--- src/rtl/segrx_pkg.sv ---
package segrx_pkg;

  typedef struct packed {
    logic open_out;
    logic close;
    logic v_align;
    logic v_noend;
    logic v_orphan;
    logic v_gap;
    logic v_stray;
  } seg_res_t;

  // Rules for one segment, given whether a frame is open on entry and
  // whether the neighbour below ended a frame (always true for segment 0).
  function automatic seg_res_t seg_eval(input logic open_in, input logic ena,
                                        input logic sop, input logic eop,
                                        input logic prev_ok);
    seg_res_t r;
    logic     open_mid;
    r = '0;
    if (ena) begin
      open_mid   = sop | open_in;
      r.v_align  = sop & ~prev_ok;
      r.v_noend  = sop & open_in;
      r.v_orphan = eop & ~open_mid;
      r.close    = eop & open_mid;
      r.v_stray  = ~sop & ~eop & ~open_in;
      r.open_out = open_mid & ~eop;
    end else begin
      r.v_gap    = open_in;
      r.v_stray  = sop | eop;
      r.open_out = open_in;
    end
    return r;
  endfunction

endpackage

--- src/rtl/segrx_cell.sv ---
module segrx_cell
  import segrx_pkg::*;
(
  input  logic     open_in,
  input  logic     ena,
  input  logic     sop,
  input  logic     eop,
  input  logic     prev_ok,
  output seg_res_t res
);
  always_comb res = seg_eval(open_in, ena, sop, eop, prev_ok);
endmodule

--- src/rtl/segrx_lane.sv ---
module segrx_lane #(
  parameter int NSEG = 8
) (
  input  logic [NSEG-1:0] starts,
  output logic [1:0]      lane
);
  localparam int LO_N = (NSEG > 4) ? 4 : NSEG;

  assign lane[0] = |starts[LO_N-1:0];
  generate
    if (NSEG > LO_N) begin : g_hi
      assign lane[1] = |starts[NSEG-1:LO_N];
    end else begin : g_nohi
      assign lane[1] = 1'b0;
    end
  endgenerate
endmodule

--- src/rtl/segrx_monitor.sv ---
module segrx_monitor
  import segrx_pkg::*;
#(
  parameter int NSEG  = 8,
  parameter int CNT_W = 32
) (
  input  logic             clk,
  input  logic             rst_n,
  input  logic             in_valid,
  input  logic [NSEG-1:0]  seg_ena,
  input  logic [NSEG-1:0]  seg_sop,
  input  logic [NSEG-1:0]  seg_eop,
  output logic             viol_align,
  output logic             viol_noend,
  output logic             viol_orphan,
  output logic             viol_gap,
  output logic             viol_stray,
  output logic             sticky_err,
  output logic [CNT_W-1:0] frame_count,
  output logic [1:0]       pre_lane
);
  localparam int ADD_W = $clog2(NSEG + 1);

  logic            frame_open;
  logic [NSEG:0]   open_c;
  seg_res_t        res [NSEG];
  logic [NSEG-1:0] align_v, noend_v, orphan_v, gap_v, stray_v;
  logic [ADD_W-1:0] close_sum;
  logic [1:0]      lane_c;

  // Named beat events for the checker
  logic ev_align, ev_noend, ev_orphan, ev_gap, ev_stray, ev_any;

  assign open_c[0] = frame_open;

  generate
    for (genvar i = 0; i < NSEG; i++) begin : g_seg
      logic prev_ok;
      if (i == 0) begin : g_first
        assign prev_ok = 1'b1;
      end else begin : g_rest
        assign prev_ok = seg_ena[i-1] & seg_eop[i-1];
      end
      segrx_cell u_cell (
        .open_in (open_c[i]),
        .ena     (seg_ena[i]),
        .sop     (seg_sop[i]),
        .eop     (seg_eop[i]),
        .prev_ok (prev_ok),
        .res     (res[i])
      );
      assign open_c[i+1] = res[i].open_out;
      assign align_v[i]  = res[i].v_align;
      assign noend_v[i]  = res[i].v_noend;
      assign orphan_v[i] = res[i].v_orphan;
      assign gap_v[i]    = res[i].v_gap;
      assign stray_v[i]  = res[i].v_stray;
    end
  endgenerate

  always_comb begin
    close_sum = '0;
    for (int i = 0; i < NSEG; i++) close_sum = close_sum + ADD_W'(res[i].close);
  end

  segrx_lane #(.NSEG(NSEG)) u_lane (
    .starts (seg_ena & seg_sop),
    .lane   (lane_c)
  );

  assign ev_align  = in_valid & |align_v;
  assign ev_noend  = in_valid & |noend_v;
  assign ev_orphan = in_valid & |orphan_v;
  assign ev_gap    = in_valid & |gap_v;
  assign ev_stray  = in_valid & |stray_v;
  assign ev_any    = ev_align | ev_noend | ev_orphan | ev_gap | ev_stray;

  always_ff @(posedge clk) begin
    if (!rst_n) begin
      frame_open  <= 1'b0;
      viol_align  <= 1'b0;
      viol_noend  <= 1'b0;
      viol_orphan <= 1'b0;
      viol_gap    <= 1'b0;
      viol_stray  <= 1'b0;
      sticky_err  <= 1'b0;
      frame_count <= '0;
      pre_lane    <= 2'b00;
    end else begin
      viol_align  <= ev_align;
      viol_noend  <= ev_noend;
      viol_orphan <= ev_orphan;
      viol_gap    <= ev_gap;
      viol_stray  <= ev_stray;
      sticky_err  <= sticky_err | ev_any;
      pre_lane    <= in_valid ? lane_c : 2'b00;
      if (in_valid) begin
        frame_open  <= open_c[NSEG];
        frame_count <= frame_count + CNT_W'(close_sum);
      end
    end
  end
endmodule

--- config.mk ---
export PLATFORM = sky130hd
export DESIGN_NAME = segrx_monitor
export DESIGN_NICKNAME = d
export VERILOG_FILES = /design/src/rtl/segrx_pkg.sv /design/src/rtl/segrx_cell.sv /design/src/rtl/segrx_lane.sv /design/src/rtl/segrx_monitor.sv
export SDC_FILE = /design/constraint.sdc
export NUM_CORES = 1
export LEC_CHECK = 0
export BUFFER_PORTS_ARGS = -buffer_cell sky130_fd_sc_hd__buf_2
export CAP_MARGIN = 5
export CORE_MARGIN = 2
export CORE_UTILIZATION = 40
export CTS_CLUSTER_SIZE = 16
export DETAILED_ROUTE_END_ITERATION = 7
export HOLD_SLACK_MARGIN = 0.02
export SLEW_MARGIN = 20
export SYNTH_ARGS = -nofsm -noshare
export SYNTH_HDL_FRONTEND = slang
export SYNTH_SLANG_ARGS = --single-unit
--- constraint.sdc ---
create_clock -name clk -period 11.03 [get_ports clk]
set_clock_uncertainty 0.05 [all_clocks]
set_input_delay 0.5515 -clock clk [delete_from_list [all_inputs] [get_ports clk]]
set_output_delay 0.5515 -clock clk [all_outputs]
set_load 0.01 [all_outputs]
======== After elaboration in Yosys (flattened, before gate mapping) ========
Index checks and enable logic that the tools add are counted.
storage, ports and cells
  ROM bits ................................ 0
  logic and storage cells ................. 185
  memories kept ........................... 0
  memory bits (writable) .................. 0
  bits in latches ......................... 0
  input port bits ......................... 27
  flip-flop bits (word level) ............. 41
operators by class
  eq/ne operators ......................... 0
  shift-type cells ........................ 0
  mux-type cells .......................... 32
  div/mod/pow operators ................... 0
  bitwise logic cells ..................... 128
  add/sub/neg operators ................... 8
  multipliers ............................. 0
  magnitude comparators ................... 0
  reductions and logical operators ........ 8
operator list
  kind               number
  $and A1 B1 Y1      67
  $reduce_or A8 Y1   5
  $not A1 Y1         39
  $add A32 B4 Y32    1
  $mux W4            8
  $mux W1            24
  $or A1 B1 Y1       21
  $add A4 B1 Y4      4
  $and A8 B8 Y8      1
  $reduce_or A4 Y1   2
  $add A3 B1 Y4      1
  $add A2 B1 Y3      1
  $add A1 B1 Y2      1
  $reduce_and A2 Y1  1

======== Depth between registers and ports, before layout ========
  depth after elaboration ................. 32
  mapped depth ............................ 19
  depth with buffers taken out ............ 19

======== By module ========
From an unflattened synthesis, not the netlist that was laid out.
second synthesis, totals
  cells, all modules ...................... 362
  area total of the unflattened synthesis .. 2839.0 um^2
modules (own cells, without submodules)
  module         cells each  area an instance (um^2)  instances  sequential area each (um^2)
  segrx_monitor  256         2273.4                   1          820.8
  segrx_cell     13          68.8                     8          0.0
  segrx_lane     2           15.0                     1          0.0

======== Worst setup path after synthesis ========
No wires, ideal clock.
  kind .................................... input to register
  from .................................... input port seg_sop[0]
  to ...................................... register frame_count[26]
  data required time ...................... 10.910 ns
  buffers on the path ..................... 0
  path slack .............................. 6.106 ns
  data arrival time ....................... 4.804 ns
  cell stages on the path ................. 17
  path through ............................ a21o_1 a211oi_1 nor2_1 fa_1 inv_1 fa_1 inv_1 fa_1 fa_1 inv_1 fa_1 nor2b_1 o21ai_0 a2111oi_4 nand3_2 or3_1 a21boi_1
on the way
  longest elaborated chain between the ends .. 26
  elaborated cells on any way between the ends .. 46
  those cells by class .................... 8 x add/sub; 15 x mux; 23 x bitwise
RTL lines
  what                                                                    RTL line             source
  start, declared                                                         segrx_monitor.sv:11  input logic [NSEG-1:0] seg_sop,
  $or A1 B1 Y1 *                                                          segrx_pkg.sv:22      open_mid = sop | open_in;
  parallel branches: the longest is 23 deep, another holds $add A3 B1 Y4  --
  $add A4 B1 Y4 *                                                         segrx_monitor.sv:63  for (int i = 0; i < NSEG; i++) close_sum = close_sum + ADD_W'(res[i].close);
  $add A32 B4 Y32 *                                                       segrx_monitor.sv:99  frame_count <= frame_count + CNT_W'(close_sum);
  end signal, assigned                                                    segrx_monitor.sv:99
  end, declared                                                           segrx_monitor.sv:19  output logic [CNT_W-1:0] frame_count,
Every way passes the cells marked *.
A chain may end at the register's enable or synchronous reset.

======== Final worst setup path ========
  from .................................... input port seg_ena[1]
  to ...................................... register frame_count[26]
on the way
  longest elaborated chain between the ends .. 21
  elaborated cells on any way between the ends .. 38
  those cells by class .................... 8 x add/sub; 13 x mux; 17 x bitwise
RTL lines
  what                                                                    RTL line             source
  start, declared                                                         segrx_monitor.sv:10  input logic [NSEG-1:0] seg_ena,
  parallel branches: the longest is 19 deep, another holds $add A3 B1 Y4  --
  $add A4 B1 Y4 *                                                         segrx_monitor.sv:63
  $add A32 B4 Y32 *                                                       segrx_monitor.sv:99
Marked as above.

==> results.txt <==
----------------------------------------------------
[Clock tree]
  Later-pin clock latency in the skew report ... 0.29 ns
  Num CTS Buffers ... 5
  Clk sinks ... 41
  TritonCTS clock tree ... done
  Clock tree root driver cell ... clkbuf_8
  Buffers from clock root to sink, at most ... 2
  Htree depth ... 2
  Clock input transition at the sequential cells of the worst setup and hold paths ... approximately 0.090 ns
  Postcts setup bufs ... 0
  CTS Hold Bufs ... 0
  Quantity of gates resized following cts ... 0

[Yosys]
  Synth Instances ... 329
  Register bit count reported by yosys ... 41
  XOR/XNOR share of the synthesized area ... 7.27%
  Top flip-flop cell by instance count after synthesis ... dfxtp_1
  Count of synthesis-stage warnings from yosys ... 0
  Total standard cell area after synthesis ... ~2700 um^2
  Combinational family with the most area after synthesis ... simple AND/OR/NAND/NOR gates
  Post-synthesis sequential area ratio ... a little under a third
  Number of distinct library cells after synthesis ... 56
  Average footprint of a synthesized cell ... 8.06 um^2
  Number of nets produced by synthesis ... approximately 370
  Post-synthesis async set-or-reset flop share ... 0%
  Multiplexer area fraction after synthesis ... 0.378%
  Post-synth EDFFs ... 0
  Post-Synth Simple-Gate Area ... 29.1%
  Share of synthesized cell area in full adder, half adder and majority cells ... 6.98%
  Fraction of the mapped netlist area in compound gates ... roughly a fifth

[Layout]
  Fillers ... 656
  # diodes ... 0
  Final #Nets ... ~430
  Layout cell share with drive strength beyond 1 ... roughly a fifth
  Area added between synthesis and finish ... 19.6%

[Pwr]
  Power consumption ... 0.000367 W
  Peak supply drop ... 0.105 mV
  PwrDens ... 116 nW/um^2
  Standby leakage power ... 1.44 nW

[Setup path]
  Crit path max-delay family ... compound AO/OA/AOI/OAI gates
  Start-to-end type of the worst setup path ... in2reg
  Critical Path Fanout Max ... 8
  Crit path top cell by count ... fa_1
  CP cell instances ... buf_2 > a22oi_1 > nand2_1 > a21oi_1 > o21ai_2 > a21oi_1 > o21bai_1 > fa_1 > inv_1 > fa_1 > fa_1 > inv_1 > fa_1 > nor2b_1 > o21ai_0 > a2111oi_4 > nand3_2 > or3_1 > a21boi_1
  Crit-path max cell delay ... 0.66 ns
  CP max-delay cell ... a2111oi_4
  Sum of buffers and inverters on the critical path ... 3
  Arrival time of the worst setup path ... 5.54 ns
  Setup crit end kind ... flop
  WP data required ... 11.20 ns
  Worst Setup Start Kind ... input pin

[STA]
  Achievable clock frequency ... 0.186 GHz
  Number of failing hold endpoints at the final stage ... 0
  Crit share post-route ... roughly 49%
  Final critical path time including I/O delays and setup ... 5.37 ns
  Worst max-slew margin expressed relative to the limit ... 59.3%
  Unrepaired setup endpoints after global routing ... false
  Endpoints failing setup ... 0
  Total Negative Setup Slacks ... 0 ns
  Count of final max-slew check failures ... 0
  Transition time at the pin with the least slew margin ... 0.609 ns

[Global route]
  Via count of the first global-routing pass ... between 2000 and 2500
  Largest net degree at the start of global routing ... 39
  Gr usage total ... between 20% and 30%
  Overflow left after global routing ... 0
  Antenna violations before repair ... 0
  Wire length of the first global-routing pass ... ~12 mm

[Floorplanning]
  Count of boundary I/O pins ... 67
  Starting density of the core ... 41.5%
  Die extent in x ... 85.4 um
  Area of the die ... 7300 um^2
  Std-Cell Core Area ... 6390 um^2
  Y dimension of the die ... 85.4 um
  Row cnt ... 29

[Drt]
  Detailed-route DRC error count ... 0
  Remaining antenna violation count ... 0
  Vias after detailed routing ... 2584
  Detailed-route vias per instance ... 5.46
  Sum of routed wire length over all layers ... around 7.0 mm
  DR WL/cell ... 14.7 um
  Number of DRC markers after the initial detailed-route iteration ... between 150 and 200
  Number of iterations in the first detailed-routing pass ... 5

[Run]
  MaxCap Viol Count ... 0

[Hold path]
  Kind of path behind the tightest hold check ... reg2reg

[Place]
  GP Congestion ... 0.906
  Dpl hpwl ... 5.29 mm
  Number of buffers added on ports ... 66

[Run status]
  Result of the run ... finished, final reports clean

----------------------------------------------------
-- synth_stat cells, drive strengths merged, types with 5 or more instances --
library cell | instances | share of area (%)
nor2 | 26 | 3.7
clkbuf | 7 | 0.99
dfxtp | 41 | 31
a21oi | 11 | 2.1
nand4 | 5 | 1.7
o211ai | 5 | 1.4
nand3 | 19 | 3.8
ha | 6 | 2.8
inv | 22 | 3.1
a21boi | 5 | 1.4
o21ai | 16 | 3.2
nor2b | 10 | 2.4
xor2 | 7 | 2.3
nand2 | 38 | 5.4
fa | 5 | 3.8
and2 | 27 | 6.4
o21bai | 6 | 1.7
xnor2 | 15 | 5.0
-- where the power goes --
group / switching [W] / internal [W]
clock: 0.0000541 / 0.0000736
combinational: 0.0000493 / 0.0000332
sequential: 0.00000370 / 0.000153
-- worst paths after layout --
kind                                                    from                           end  slack [ns]  depth (start not counted)
worst max-delay path                              seg_ena[1]  frame_count[26]$_SDFFE_PN0P_        5.66                         19
worst min-delay path            frame_count[31]$_SDFFE_PN0P_  frame_count[31]$_SDFFE_PN0P_        0.48                          2
worst max register to register       frame_open$_SDFFE_PN0P_  frame_count[26]$_SDFFE_PN0P_        5.69                         18
worst min register to register  frame_count[31]$_SDFFE_PN0P_  frame_count[31]$_SDFFE_PN0P_        0.48                          2
-- layout by cell type (no fill, tap or decap), types with 5 or more instances in the layout --
master	count
a21oi_1	11
and2_1	27
buf_2	66
clkbuf_8	6
dfxtp_1	41
fa_1	5
ha_1	6
inv_1	22
nand2_1	38
nand3_1	18
nor2_1	26
nor2b_1	10
o211ai_1	5
o21ai_0	15
o21bai_1	6
xnor2_1	15
xor2_1	7
-- routing by layer --
layer | track usage [%] | up-vias | share of wire, %
met2 | 31.5 | 102 | 45
met5 | 0 | - | 0
met4 | 4.33 | 0 | 0.83
met1 | 28.5 | 1184 | 48
met3 | 4.77 | 6 | 6.7
li1 | - | 1292 | -
-- layout make-up --
type | instances | area (um^2) | share of cell area (%)
Inverter | 22 | 82.6 | 2.60
Timing Repair Buffer | 66 | 330 | 10.4
Tap cell | 77 | 96.3 | 3.04
Clock inverter | 2 | 37.5 | 1.18
Clock buffer | 6 | 82.6 | 2.60
Sequential cell | 41 | 821 | 25.9
Multi-Input combinational cell | 259 | 1720 | 54.3
-- worst reg2reg max path, delay by kind of cell (launching register included) --
family / cells / cell delay [ns]
DFF: 1 / 0.44
AOI/OAI and AO/OA: 8 / 2.25
buffers and inverters: 2 / 0.11
and+or+nand+nor: 4 / 0.76
adders and majority gates: 4 / 1.64
-- sequential cells by signal, summed over array words and instances (netlist names) --
name,count
frame_count,32
frame_open,1
pre_lane,2
sticky_err,1
viol_align,1
viol_gap,1
viol_noend,1
viol_orphan,1
viol_stray,1
-- per-stage QoR --
step / area (um^2) / utilization [%] / setup slack (ns) / cells / hold slack [ns]
global placement: 3050 / 47.8 / 5.42 / 465 / 0.446
CTS: 3170 / 49.7 / 5.67 / 473 / 0.479
finish: 3170 / 49.7 / 5.66 / 473 / 0.478
floorplan: 2650 / - / 6.11 / 329 / 0.449
detailed placement: 3050 / 47.8 / 5.39 / 465 / 0.460
global route: 3170 / 49.7 / 5.14 / 473 / 0.515
-- cell families (layout without fill, tap and decap cells) --
| logic type | Yosys count | in the layout |
|---|---|---|
| buffers and inverters | 29 | 96 |
| AND/OR/NAND/NOR | 146 | 146 |
| adder cells (fa/ha/maj) | 12 | 12 |
| AO/OA/AOI/OAI | 78 | 78 |
| multiplexers | 1 | 1 |
| XOR/XNOR | 22 | 22 |
| flip-flops | 41 | 41 |
(Power assumes the default switching activity.)
